**config.mk**
```make
export PLATFORM = sky130hd
export DESIGN_NAME = sdram_rd_burst_seq
export DESIGN_NICKNAME = d
export VERILOG_FILES = /design/src/rtl/rdb_pkg.sv /design/src/rtl/rdb_col_gen.sv /design/src/rtl/rdb_lat_pipe.sv /design/src/rtl/sdram_rd_burst_seq.sv
export SDC_FILE = /design/constraint.sdc
export NUM_CORES = 1
export LEC_CHECK = 0
export BUFFER_PORTS_ARGS = -buffer_cell sky130_fd_sc_hd__buf_4
export CAP_MARGIN = 40
export CORE_MARGIN = 4
export CORE_UTILIZATION = 30
export DETAILED_ROUTE_END_ITERATION = 16
export PLACE_DENSITY_LB_ADDON = 0.2
export REMOVE_ABC_BUFFERS = 1
export SKIP_LAST_GASP = 1
export SYNTH_ARGS = -nofsm -noshare
export SYNTH_HDL_FRONTEND = slang
export SYNTH_HIERARCHICAL = 1
export SYNTH_SLANG_ARGS = --single-unit
```
**constraint.sdc**
```tcl
create_clock -name clk -period 4.94 [get_ports clk]
set_input_delay 1.482 -clock clk [delete_from_list [all_inputs] [get_ports clk]]
set_output_delay 1.482 -clock clk [all_outputs]
set_load 0.02 [all_outputs]
```
**src/rtl/rdb_pkg.sv**
```systemverilog
package rdb_pkg;

    localparam logic [2:0] BL_ONE  = 3'd0;
    localparam logic [2:0] BL_TWO  = 3'd1;
    localparam logic [2:0] BL_FOUR = 3'd2;
    localparam logic [2:0] BL_EIGHT = 3'd3;
    localparam logic [2:0] BL_PAGE = 3'd7;

    typedef struct packed {
        logic [2:0] bl;
        logic       ilv;
        logic [1:0] cl;
    } rd_mode_t;

    // number of low column bits that wrap inside a burst block
    function automatic int unsigned blk_bits(logic [2:0] bl);
        case (bl)
            BL_TWO:   return 1;
            BL_FOUR:  return 2;
            BL_EIGHT: return 3;
            default:  return 0;
        endcase
    endfunction

    function automatic logic is_page(logic [2:0] bl);
        return bl == BL_PAGE;
    endfunction

    // true when beat index b3 is the final beat of a fixed-length burst
    function automatic logic last_beat(logic [2:0] bl, logic [2:0] b3);
        case (bl)
            BL_TWO:   return b3 == 3'd1;
            BL_FOUR:  return b3 == 3'd3;
            BL_EIGHT: return b3 == 3'd7;
            BL_PAGE:  return 1'b0;
            default:  return 1'b1;
        endcase
    endfunction

    // latency actually used: codes below 2 fall back to 2
    function automatic logic [1:0] cl_eff(logic [1:0] cl);
        return (cl < 2'd2) ? 2'd2 : cl;
    endfunction

endpackage

```
**src/rtl/rdb_col_gen.sv**
```systemverilog
module rdb_col_gen #(
    parameter int unsigned COL_W = 8
) (
    input  logic [COL_W-1:0] start,
    input  logic [COL_W-1:0] beat,
    input  logic [2:0]       bl,
    input  logic             ilv,
    output logic [COL_W-1:0] col
);
    logic [COL_W-1:0] mask;
    logic [COL_W-1:0] low;
    int unsigned      nbits;

    always_comb begin
        nbits = rdb_pkg::blk_bits(bl);
        mask  = '0;
        for (int b = 0; b < COL_W; b++) begin
            if (b < int'(nbits)) mask[b] = 1'b1;
        end
        low = ilv ? (start ^ beat) : (start + beat);
        if (rdb_pkg::is_page(bl)) begin
            col = start + beat;
        end else begin
            col = (start & ~mask) | (low & mask);
        end
    end
endmodule

```
**src/rtl/rdb_lat_pipe.sv**
```systemverilog
module rdb_lat_pipe #(
    parameter int unsigned CL_MAX = 3
) (
    input  logic       clk,
    input  logic       rst,
    input  logic       strobe,
    input  logic [1:0] cl,
    output logic       vld,
    output logic       oe
);
    localparam int unsigned DEPTH = CL_MAX - 1;

    logic [DEPTH-1:0] sh;
    logic [DEPTH:0]   tap;     // tap[d] is the strobe delayed by d cycles
    logic [1:0]       cl_use;
    int unsigned      idx;

    assign tap = {sh, strobe};

    always_ff @(posedge clk) begin
        if (rst) sh <= '0;
        else     sh <= tap[DEPTH-1:0];
    end

    always_comb begin
        cl_use = rdb_pkg::cl_eff(cl);
        idx    = int'(cl_use) - 2;
        if (idx > DEPTH - 1) idx = DEPTH - 1;
        vld = tap[idx + 1];
        oe  = tap[idx + 1] | tap[idx];
    end
endmodule

```
**src/rtl/sdram_rd_burst_seq.sv**
```systemverilog
module sdram_rd_burst_seq #(
    parameter int unsigned COL_W  = 8,
    parameter int unsigned BANK_W = 2,
    parameter int unsigned CL_MAX = 3
) (
    input  logic              clk,
    input  logic              rst,
    input  logic              rd_go,
    input  logic [BANK_W-1:0] rd_bank,
    input  logic [COL_W-1:0]  rd_col,
    input  logic              burst_stop,
    input  logic [2:0]        mode_bl,
    input  logic              mode_ilv,
    input  logic [1:0]        mode_cl,
    output logic              col_vld,
    output logic [BANK_W-1:0] col_bank,
    output logic [COL_W-1:0]  col_addr,
    output logic              dq_vld,
    output logic              dq_oe
);
    import rdb_pkg::*;

    logic              act_q;
    logic [BANK_W-1:0] bank_q;
    logic [COL_W-1:0]  start_q;
    logic [COL_W-1:0]  beat_q;
    rd_mode_t          mode_q;

    always_ff @(posedge clk) begin
        if (rst) begin
            act_q   <= 1'b0;
            bank_q  <= '0;
            start_q <= '0;
            beat_q  <= '0;
            mode_q  <= '0;
        end else if (rd_go) begin
            act_q   <= 1'b1;
            bank_q  <= rd_bank;
            start_q <= rd_col;
            beat_q  <= '0;
            mode_q  <= '{bl: mode_bl, ilv: mode_ilv, cl: mode_cl};
        end else if (act_q) begin
            if (burst_stop || last_beat(mode_q.bl, beat_q[2:0])) begin
                act_q <= 1'b0;
            end else begin
                beat_q <= beat_q + 1'b1;
            end
        end
    end

    rdb_col_gen #(.COL_W(COL_W)) col_gen_i (
        .start (start_q),
        .beat  (beat_q),
        .bl    (mode_q.bl),
        .ilv   (mode_q.ilv),
        .col   (col_addr)
    );

    rdb_lat_pipe #(.CL_MAX(CL_MAX)) lat_pipe_i (
        .clk    (clk),
        .rst    (rst),
        .strobe (act_q),
        .cl     (mode_q.cl),
        .vld    (dq_vld),
        .oe     (dq_oe)
    );

    assign col_vld  = act_q;
    assign col_bank = bank_q;
endmodule

```
=== Word-level counts from Yosys, hierarchy flattened ===
Index checks and enable logic that the tools add are counted.

* Register bits after elaboration: 27
* Input bits: 20
* Output and inout bits: 13
* Word-level logic and storage cells: 65

* Add/sub/neg operators: 4
* $lt $le $gt $ge: 12
* Eq/ne operators: 7
* Muxes and demuxes: 24
* Bitwise gates (word level): 7
* Reductions and logical operators: 3

{| class="wikitable"
|+ Operators with widths
! kind !! number
|-
| less-than comparator 32 x 3 -> 1 bit (second input constant) || 2
|-
| adder 32 x 1 -> 32 bit (second input constant) || 1
|-
| greater-than comparator 32 x 1 -> 1 bit (second input constant) || 1
|-
| 2-to-1 mux 32 bit || 1
|-
| bitwise AND 8 bit || 2
|-
| 2-to-1 mux 1 bit || 16
|-
| 2-to-1 mux 8 bit || 2
|-
| less-than comparator 3 x 2 -> 1 bit (first input constant) || 4
|-
| equality test 3 x 2 -> 1 bit (second input constant) || 3
|-
| adder 8 x 1 -> 8 bit (second input constant) || 1
|-
| adder 8 bit || 1
|-
| inverter 8 bit || 1
|-
| OR 8 bit || 1
|-
| bitwise XOR 8 bit || 1
|-
| equality test 3 x 1 -> 1 bit (second input constant) || 2
|-
| equality test 3 bit (second input constant) || 2
|-
| one-hot mux 2 bit (3 select lines) || 1
|-
| binary-select mux 1 bit (select 2 bit) || 2
|-
| less-than comparator 1 x 2 -> 1 bit (first input constant) || 2
|-
| less-than comparator 2 bit (first input constant) || 2
|-
| one-hot mux 1 bit (4 select lines) || 1
|-
| subtractor 2 x 2 -> 3 bit (second input constant) || 1
|-
| less-than comparator 2 bit (second input constant) || 1
|-
| 2-to-1 mux 2 bit || 1
|-
| 5 further kinds || 5
|}

=== Depth between registers and ports, before layout ===
Gate-level depths: netlist of the first run.

* Word-level depth: 9
* Depth in mapped cells: 8
* Mapped depth without buffers: 8

=== Cells and area by module ===
Netlist of the first run, hierarchy kept.

{| class="wikitable"
|+ Modules (own cells, without submodules)
! module !! instances !! cells each !! area an instance (um^2) !! seq. area each (um^2)
|-
| sdram_rd_burst_seq || 1 || 108 || 1,026.0 || 500.5
|-
| rdb_col_gen || 1 || 70 || 481.7 || 0.0
|-
| rdb_lat_pipe || 1 || 8 || 80.1 || 40.0
|}

=== Worst setup path before layout of the first run ===
Ideal clock, no wire load.

* Kind: reg-to-output
* Start: register beat_q[0]
* End: output port col_addr[6]
* Arrival: 1.982 ns
* Required time: 3.458 ns
* Slack: 1.476 ns
* Stages on the path, launching flop included: 9
* Buffers on the path: 0
* Path through: dfxtp_1 > ha_1 > inv_1 > fa_1 > nor2b_1 > o211ai_1 > a21boi_0 > mux2i_1 > o311ai_0

* Longest elaborated chain between the ends: 5

{| class="wikitable"
|+ RTL lines
! element !! RTL line !! RTL
|-
| start: declaration || sdram_rd_burst_seq.sv:26 || <nowiki>logic [COL_W-1:0] beat_q;</nowiki>
|-
| start signal: assignment || sdram_rd_burst_seq.sv:46 || <nowiki>beat_q <= beat_q + 1'b1;</nowiki>
|-
| adder 8 bit * || rdb_col_gen.sv:20, rdb_col_gen.sv:22 ||
|-
| 2-to-1 mux 8 bit || rdb_col_gen.sv:20 || <nowiki>low = ilv ? (start ^ beat) : (start + beat);</nowiki>
|-
| bitwise AND 8 bit || rdb_col_gen.sv:24 || <nowiki>col = (start & ~mask) | (low & mask);</nowiki>
|-
| OR 8 bit || rdb_col_gen.sv:24 ||
|-
| 2-to-1 mux 8 bit * || rdb_col_gen.sv:21 || <nowiki>if (rdb_pkg::is_page(bl)) begin</nowiki>
|-
| end: declaration || sdram_rd_burst_seq.sv:17 || <nowiki>output logic [COL_W-1:0] col_addr,</nowiki>
|}

Mark *: on every way between the ends. The rest lies on a longest branch, timed or not.

=== Worst setup path after layout of the first run ===
Ends and elaborated chain as after synthesis.

==> run metrics, run 1 <==
die area=0.006521 mm²; First-pass DRT Iterations=4; minimum clock period=3.943 ns; fmax=253.6 MHz; Yosys reg bits=27; Max Cap Viol=0; DRT Wirelength=3599 µm; r2r setup slk=3.07 ns; via/cell ratio=4.821; Post-DRT Antenna Nets=0; Post-CTS Hold Fix Bufs=0; syn_area_per_cell=8.536 µm²; number of global-route vias before repair=1291; CTS Buffer Depth=2; final setup TNS=0 ns; CTS tree=built; number of gates resized after cts=0; clk_lat worst skew=0.27 ns; Crit Reg-Reg Endpoint=beat_q[7]; worst r2r src=mode_q[4]; met1 Usage GRT=0.1678; multiplexer share of the synthesized area=0.1269; CP Data Arrival Time=2.46 ns; Hold Vio Cnt, Final=0; final cycle utilization of the critical path=0.7982; WHS Path Cells=1; overall global routing resource usage=0.1200; crit path kind=reg2out; Total Power=0.0004363 W; Slowest cell on crit path=dfxtp_1; slew margin rel.=0.6874; global-route wire length before repair=6168 µm; Rows=26; area growth from synthesis to layout=21.43%; Top delay family on crit path=adder cells; root buffer cell=clkbuf_8; Worst Hold Class=reg2reg; pre-CTS WS=1.309 ns; main combinational cell family by area after synthesis=simple AND/OR/NAND/NOR gates; Netlist cell types=47; Slew @ Worst Pin=0.4677 ns; # diodes=0; die width=80.75 µm; post-CTS setup buffers=0; Max FO, Critical Path=7; RSZ-0062 raised after global routing=false; VDD IR max=0.1916 mV; total grt overflow=0; Adder-Cell Fraction of Synth Area=0.08195; layout cells sized above 1=0.2000; top_reg_cell synth=dfxtp_1; GRT met3 Usage=0.02661; port bufs=32; max incr delay on CP=0.44 ns; number of synthesized flops with an enable pin=0; min-delay src=lat_pipe_i/sh[0]; Yosys warnings=6; Hold EP=lat_pipe_i/sh[1]; Post-Synth Simple-Gate Area=0.1946; # DRC=0; total core area=0.005107 mm²; R2R depth=5; cell area after synthesis=0.001588 mm²; Die Y=80.75 µm; DR WL/cell=12.63 µm; DPL Wire Length=2687 µm; CP cell instances=ha_1, inv_1, fa_1, nor2b_1, o211ai_1, a21boi_0, mux2i_1, o311ai_0, buf_4; CP Launch Type=flop; Reg clk slew, reported paths=0.09 ns; CTS sink count=27; largest net degree at the start of global routing=22; Async S/R FF share, synth=0; Initial Util=0.3109; XOR/XNOR Fraction of Synth Area=0.02206; met2 Usage GRT=0.1896; Compound-Gate Fraction of Synth Area=0.1844; DR vias=1374; final setup vio count=0; Num CTS Buffers=3; worst setup margin=0.9969 ns; status=finished clean; PwrDens=226.3 mW/mm²; Initial DRC Count=56; Buf/Inv on CP=2; Layout Nets=245; GRT busiest layer=met2; CP endpoint kind=primary output; Slew Limit Fails=0; Worst Path Required=3.46 ns; Syn Inst Count=186; Fillers=565; H-tree levels=1; initial antenna violation count=0; register area share after synthesis=0.3404; Ports=33; gpl congestion=0.8793; leakage=0.8232 nW; Worst Clk Skew=0.002266 ns
==> cells in the final DEF (no fill, tap or decap), types with 2 or more instances in the layout <==
cell / instances
nor3_1: 2
inv_1: 12
nor4_1: 2
dfxtp_1: 27
ha_1: 8
o21ai_0: 12
or3_1: 3
and3_1: 4
nand4_1: 4
clkbuf_8: 3
nand2_1: 10
o31ai_1: 2
buf_4: 32
a21oi_1: 11
nor2b_1: 3
a31oi_1: 4
nand3_1: 3
xnor2_1: 3
nor2_1: 23
or4_1: 2
mux2i_1: 19
==> worst max path at each step <==
stage,from,to,slack [ns],cells past startpoint
after floorplan,beat_q[0],col_addr[6],1.48,8
final,beat_q[0],col_addr[6],1.0,9
after CTS,beat_q[0],col_addr[6],0.97,9
after global routing,beat_q[0],col_addr[6],0.77,9
after detailed placement,beat_q[0],col_addr[6],1.31,9
after global placement,beat_q[0],col_addr[6],1.35,9
==> per-layer routing <==
layer	wire length [µm]	vias to the layer above
met3	220	2
met1	1824	611
met2	1528	34
li1	-	727
met5	0	-
met4	26	0
==> registers in the layout, indices dropped and copies added (netlist names) <==
name / cells
beat_q: 8
start_q: 8
mode_q: 6
col_bank: 2
lat_pipe_i/sh: 2
col_vld: 1
==> cells by family (layout without fill, tap and decap cells) <==
kind of cell               after synthesis  count (layout)
and+or+nand+nor                         62              62
AOI/OAI and AO/OA                       44              44
DFF                                     27              27
muxes                                   20              20
buffers and inverters                   19              48
adders and majority gates               10              10
xor gates and xnor gates                 4               4
==> power breakdown <==
part,switching [W],leakage (nW),internal [W]
clock,0.0000704,0.0255,0.0000566
sequential,0.00000914,0.221,0.000226
combinational,0.0000374,0.576,0.0000363
==> cell type report <==
cell class	count	area, µm²	share of cell area
sequential	27	540.5	0.2803
timing repair buffer	32	240.2	0.1246
clock inverter	1	5.005	0.002596
clock buffer	3	41.29	0.02141
tap	70	87.58	0.04543
inverter	12	45.04	0.02336
multi-input combinational	140	968.4	0.5023
==> metrics by stage <==
stage	hold slack (ns)	area, µm²	util	cells
floorplan	0.4567	1554	-	179
global placement	0.4736	1882	0.3684	281
detailed placement	0.4847	1882	0.3684	281
CTS	0.4935	1928	0.3775	285
global route	0.5152	1928	0.3775	285
finish	0.4947	1928	0.3775	285
==> Yosys cell counts, types with 2 or more instances <==
cell       n  area share
a21oi_1   11       0.035
or3_1      3       0.012
nor3_1     2      0.0063
nor4_1     2      0.0079
mux2i_1   19        0.12
nand4_1    4       0.016
nand2_1   10       0.024
and3_1     4       0.016
nand3_1    3      0.0095
nor2b_1    3       0.012
inv_1     12       0.028
buf_2      3      0.0095
dfxtp_1   27        0.34
or4_1      2      0.0095
o31ai_1    2      0.0095
o21ai_0   12       0.038
xnor2_1    3       0.017
nor2_1    23       0.054
clkbuf_1   3      0.0071
a31oi_1    4       0.016
ha_1       8       0.063
No activity file was read; power rests on OpenSTA's default activity.
==> inputs of run 2 (changes only) <==
- clock period: 4.94 -> 3.35 ns (I/O delays scaled with it)
==> run 2 against run 1 <==
Core utilization grew 0.91 points; first-iteration DRC count is 27% lower; routed wire length grew 1.8%; hold slack got worse by 0.0092 ns; sequential power rose by 46%; die area is the same; non-clock buffer count is 3 higher; total power up 48%; via count is 1.1% higher; sequential share of layout area shrank 0.087 points; critical endpoint unchanged.
==> run metrics, run 2 (same netlist as run 1, synthesis figures left out) <==
largest net degree at the start of global routing=22 (unchanged); Total Power=0.0006447 W (+48%); Fillers=539 (-4.6%); PwrDens=326.5 mW/mm² (+44%); CTS tree=built; final cycle utilization of the critical path=0.9505; Num CTS Buffers=3 (unchanged); worst setup margin=0.1657 ns (-0.8312 ns); VDD IR max=0.1852 mV (-3.3%); CP Launch Type=flop; Slew Limit Fails=0 (unchanged); Ports=33 (unchanged); clk_lat worst skew=0.27 ns (about the same); Worst Hold Class=reg2reg; fmax=314.0 MHz; gpl congestion=0.8828 (+0.40%); DR vias=1389 (+1.1%); initial antenna violation count=0 (unchanged); minimum clock period=3.184 ns; total core area=0.005107 mm² (unchanged); overall global routing resource usage=0.1175 (-0.002545); status=finished clean; CP endpoint kind=primary output; layout cells sized above 1=0.2385 (+0.03853); die area=0.006521 mm² (unchanged); total grt overflow=0 (unchanged); number of global-route vias before repair=1331 (+3.1%); Post-CTS Hold Fix Bufs=0 (unchanged); most common cell after layout, fill and taps aside=buf_4; via/cell ratio=4.823 (about the same); DRT Wirelength=3665 µm (+1.8%); Slew @ Worst Pin=0.3212 ns (-0.1465 ns); # DRC=0 (unchanged); RSZ-0062 raised after global routing=true; Worst Path Required=2.34 ns (-1.12 ns); biggest regs=beat_q x8, start_q x8, mode_q x6; Worst Clk Skew=0.005020 ns (+0.002754 ns); DR WL/cell=12.73 µm (+0.77%); pre-CTS WS=0.2086 ns (-1.100 ns); die width=80.75 µm (unchanged); crit path kind=reg2out; port bufs=32 (unchanged); CTS sink count=27 (unchanged); most frequent cells in the layout=buf_4, nor2_1, dfxtp_1, mux2i_1; leakage=0.8398 nW (+2.0%); Rows=26 (unchanged); Non-Filler Cell Area, Final=0.001974 mm² (+2.4%); CP Data Arrival Time=2.18 ns (-0.28 ns); worst hold margin=0.4855 ns (-0.009156 ns); global-route wire length before repair=6092 µm (-1.2%); slew margin rel.=0.7859 (+0.09851); Max Cap Viol=0 (unchanged); Initial Util=0.3109 (unchanged); # diodes=0 (unchanged); Reg clk slew, reported paths=0.10 ns (about the same); root buffer cell=clkbuf_8; Storage cell area=551.8 µm² (+2.1%); H-tree levels=1 (unchanged); Die Y=80.75 µm (unchanged); multi-input combinational cell area=980.9 µm² (+1.3%); final setup vio count=0 (unchanged); CTS Buffer Depth=2 (unchanged); area growth from synthesis to layout=24.35%; DPL Wire Length=2728 µm (+1.5%); Hold Vio Cnt, Final=0 (unchanged); Post-DRT Antenna Nets=0 (unchanged); First-pass DRT Iterations=4 (unchanged); Layout Nets=248 (+1.2%); Max FO, Critical Path=5 (-2); area of placed instances=0.001897 mm² (+0.80%); Initial DRC Count=41 (-27%)
-- run 2: through the flow --
| stage | TNS, ns | util | instances |
|---|---|---|---|
| floorplan | 0 | - | 179 |
| global placement | 0 | 0.3714 | 283 |
| detailed placement | 0 | 0.3714 | 283 |
| CTS | 0 | 0.3807 | 287 |
| global route | -0.0008098 | 0.3866 | 288 |
| finish | 0 | 0.3866 | 288 |
-- run 2: final timing paths --
path / startpoint / to / slack (ns) / cells past startpoint
worst min register to register: lat_pipe_i/sh[0] / lat_pipe_i/sh[1] / 0.49 / 1
worst max register to register: mode_q[3] / beat_q[7] / 1.52 / 5
worst min-delay path: lat_pipe_i/sh[0] / lat_pipe_i/sh[1] / 0.49 / 1
worst max-delay path: beat_q[0] / col_addr[6] / 0.17 / 9
-- run 2: final cells by class --
type	instances	share of cell area
tap	70	0.04436
timing repair buffer	35	0.1331
sequential	27	0.2795
clock buffer	3	0.02091
inverter	12	0.02281
multi-input combinational	140	0.4968
clock inverter	1	0.002535
-- run 2: where the power goes --
part	switching [W]	internal, W	total (W)
sequential	0.0000121	0.000333	0.000345
clock	0.000104	0.0000834	0.000188
combinational	0.0000567	0.0000551	0.000112
total	0.000173	0.000471	0.000645
-- run 2: repair_timing --
item | CTS | global route
setup endpoints to repair | 1 | 2
setup buffers | 0 | 1
pin swaps | 0 | 1
hold endpoints to repair | 0 | 0
resized for setup | 2 | 9
-- run 2: worst max-delay path, cell delays in order (launching register included) --
cell and delay (ns):
dfxtp_4 0.39, ha_4 0.14, inv_1 0.05, fa_1 0.38
nor2b_1 0.16, o211ai_1 0.10, a21boi_1 0.21, mux2i_1 0.20
o311ai_1 0.10, buf_4 0.17
-- run 2: per-layer routing --
layer,global-route usage,wire [µm],share of wire,vias up
li1,-,-,-,734
met1,0.1647,1927,0.53,628
met2,0.1829,1540,0.42,25
met3,0.02882,174,0.047,2
met4,0.02534,23,0.0063,0
met5,0,0,0,-
==> inputs of run 3 (changes only) <==
- REMOVE_ABC_BUFFERS: 1 -> default
==> run 3 against run 2 <==
Design area decreased by 0.19%; largest power group unchanged; final cell count is the same; hold slack lost 0.0028 ns; combinational power about the same; sequential power hardly changed; flip-flop and latch count stayed put.
==> run metrics, run 3 (same netlist as run 1, synthesis figures left out) <==
status=finished clean; port bufs=32 (unchanged); fmax=313.9 MHz (about the same); Slew Limit Fails=0 (unchanged); clk_lat worst skew=0.28 ns (about the same); Reg clk slew, reported paths=0.10 ns (about the same); DPL Wire Length=2795 µm (+2.5%); DR vias=1426 (+2.7%); Max FO, Critical Path=3 (-2); gpl congestion=0.8931 (+1.2%); root buffer cell=clkbuf_8; wire length on met3=233 µm (+34%); Metal-1 WL=1820 µm (-5.6%); VDD IR max=0.3054 mV (+65%); final cycle utilization of the critical path=0.9509 (about the same); final setup vio count=0 (unchanged); initial antenna violation count=0 (unchanged); DRT Wirelength=3733 µm (+1.9%); Worst Clk Skew=0.006917 ns (+0.001897 ns); Final Non-Filler Cells=288 (unchanged); most frequent cells in the layout=buf_4, nor2_1, dfxtp_1, mux2i_1; Die Y=80.75 µm (unchanged); slew margin rel.=0.7721 (-0.01381); Slowest cell on crit path=dfxtp_2; H-tree levels=1 (unchanged); minimum clock period=3.185 ns (+0.001183 ns); Final Util=0.3858 (-0.0007350); Top Layer Used=met4; DR WL/cell=12.96 µm (+1.9%); die area=0.006521 mm² (unchanged); DR WL met2=1658 µm (+7.7%); total core area=0.005107 mm² (unchanged); Ports=33 (unchanged); CTS Buffer Depth=2 (unchanged); CP Data Arrival Time=2.18 ns (about the same); CP endpoint kind=primary output; Worst Path Required=2.34 ns (about the same); # diodes=0 (unchanged); total grt overflow=0 (unchanged); Post-Syn Nets=215; biggest regs=beat_q x8, start_q x8, mode_q x6; overall global routing resource usage=0.1260 (+0.008535); CP cell instances=ha_2, inv_1, fa_2, nor2b_2, o211ai_1, a21boi_1, mux2i_1, o311ai_1, buf_4; area growth from synthesis to layout=24.11%; Initial Util=0.3109 (unchanged); Hold Vio Cnt, Final=0 (unchanged); max incr delay on CP=0.36 ns (-0.03 ns); layout cells sized above 1=0.2477 (+0.009174); CTS tree=built; Fillers=552 (+2.4%); # DRC=0 (unchanged); die width=80.75 µm (unchanged); placed cells=283 (unchanged); CTS sink count=27 (unchanged); CP Launch Type=flop; crit path kind=reg2out; leakage=0.8408 nW (+0.12%); global-route wire length before repair=6513 µm (+6.9%); largest net degree at the start of global routing=22 (unchanged); Initial DRC Count=45 (+9.8%); RSZ-0062 raised after global routing=true; Slew @ Worst Pin=0.3410 ns (+0.01976 ns); number of global-route vias before repair=1355 (+1.8%); First-pass DRT Iterations=4 (unchanged); Worst Hold Class=reg2reg; Num CTS Buffers=3 (unchanged); Layout Nets=248 (unchanged); Post-DRT Antenna Nets=0 (unchanged); Buf/Inv on CP=2 (unchanged); Max Cap Viol=0 (unchanged); PwrDens=334.0 mW/mm² (+2.3%); Top delay family on crit path=adder cells; via/cell ratio=4.951 (+2.7%); Rows=26 (unchanged); most common cell after layout, fill and taps aside=buf_4
-- run 3: final cells by class --
| cell class | count | area [µm²] | area share |
|---|---|---|---|
| Multi-Input combinational cell | 140 | 975.9 | 0.4952 |
| Sequential cell | 27 | 549.3 | 0.2787 |
| Timing Repair Buffer | 35 | 262.8 | 0.1333 |
| Tap cell | 70 | 87.58 | 0.04444 |
| Inverter | 12 | 45.04 | 0.02286 |
| Clock buffer | 3 | 41.29 | 0.02095 |
| Clock inverter | 1 | 8.758 | 0.004444 |
-- run 3: where the power goes --
group / leakage [nW] / switching (W) / internal [W]
clock network: 0.0261 / 0.000113 / 0.0000875
registers: 0.224 / 0.0000123 / 0.000333
logic: 0.591 / 0.0000569 / 0.0000550
-- run 3: path summary, 6_finish.rpt --
kind,depth (start not counted),to,from,slack [ns]
max reg2reg,5,beat_q[7],mode_q[3],1.51
min reg2reg,1,lat_pipe_i/sh[1],lat_pipe_i/sh[0],0.48
max,9,col_addr[6],start_q[0],0.16
min,1,lat_pipe_i/sh[1],lat_pipe_i/sh[0],0.48
-- run 3: metal layers --
metal	global-route usage	vias up
li1	-	741
met1	0.1780	653
met2	0.1954	30
met3	0.03437	2
met4	0.02027	0
met5	0	-
-- run 3: timing repair --
action                                  CTS  global route
pin swaps                                 0             1
cloned                                    0             0
setup buffers                             0             1
gates resized for setup                   3             8
endpoints found under the setup margin    1             2
hold buffers                              0             0
-- run 3: stage by stage --
stage	worst slack [ns]	power [W]	setup TNS, ns	instance area, µm²	hold WS, ns
detailed placement	0.1661	0.0004666	0	1897	0.4774
floorplan	0.3632	0.0004185	0	1588	0.4567
global route	-0.03173	0.0006959	-0.03173	1971	0.5101
finish	0.1645	0.0006582	0	1971	0.4827
CTS	0.008724	0.0006703	0	1951	0.4875
global placement	0.2126	0.0004661	0	1897	0.4698
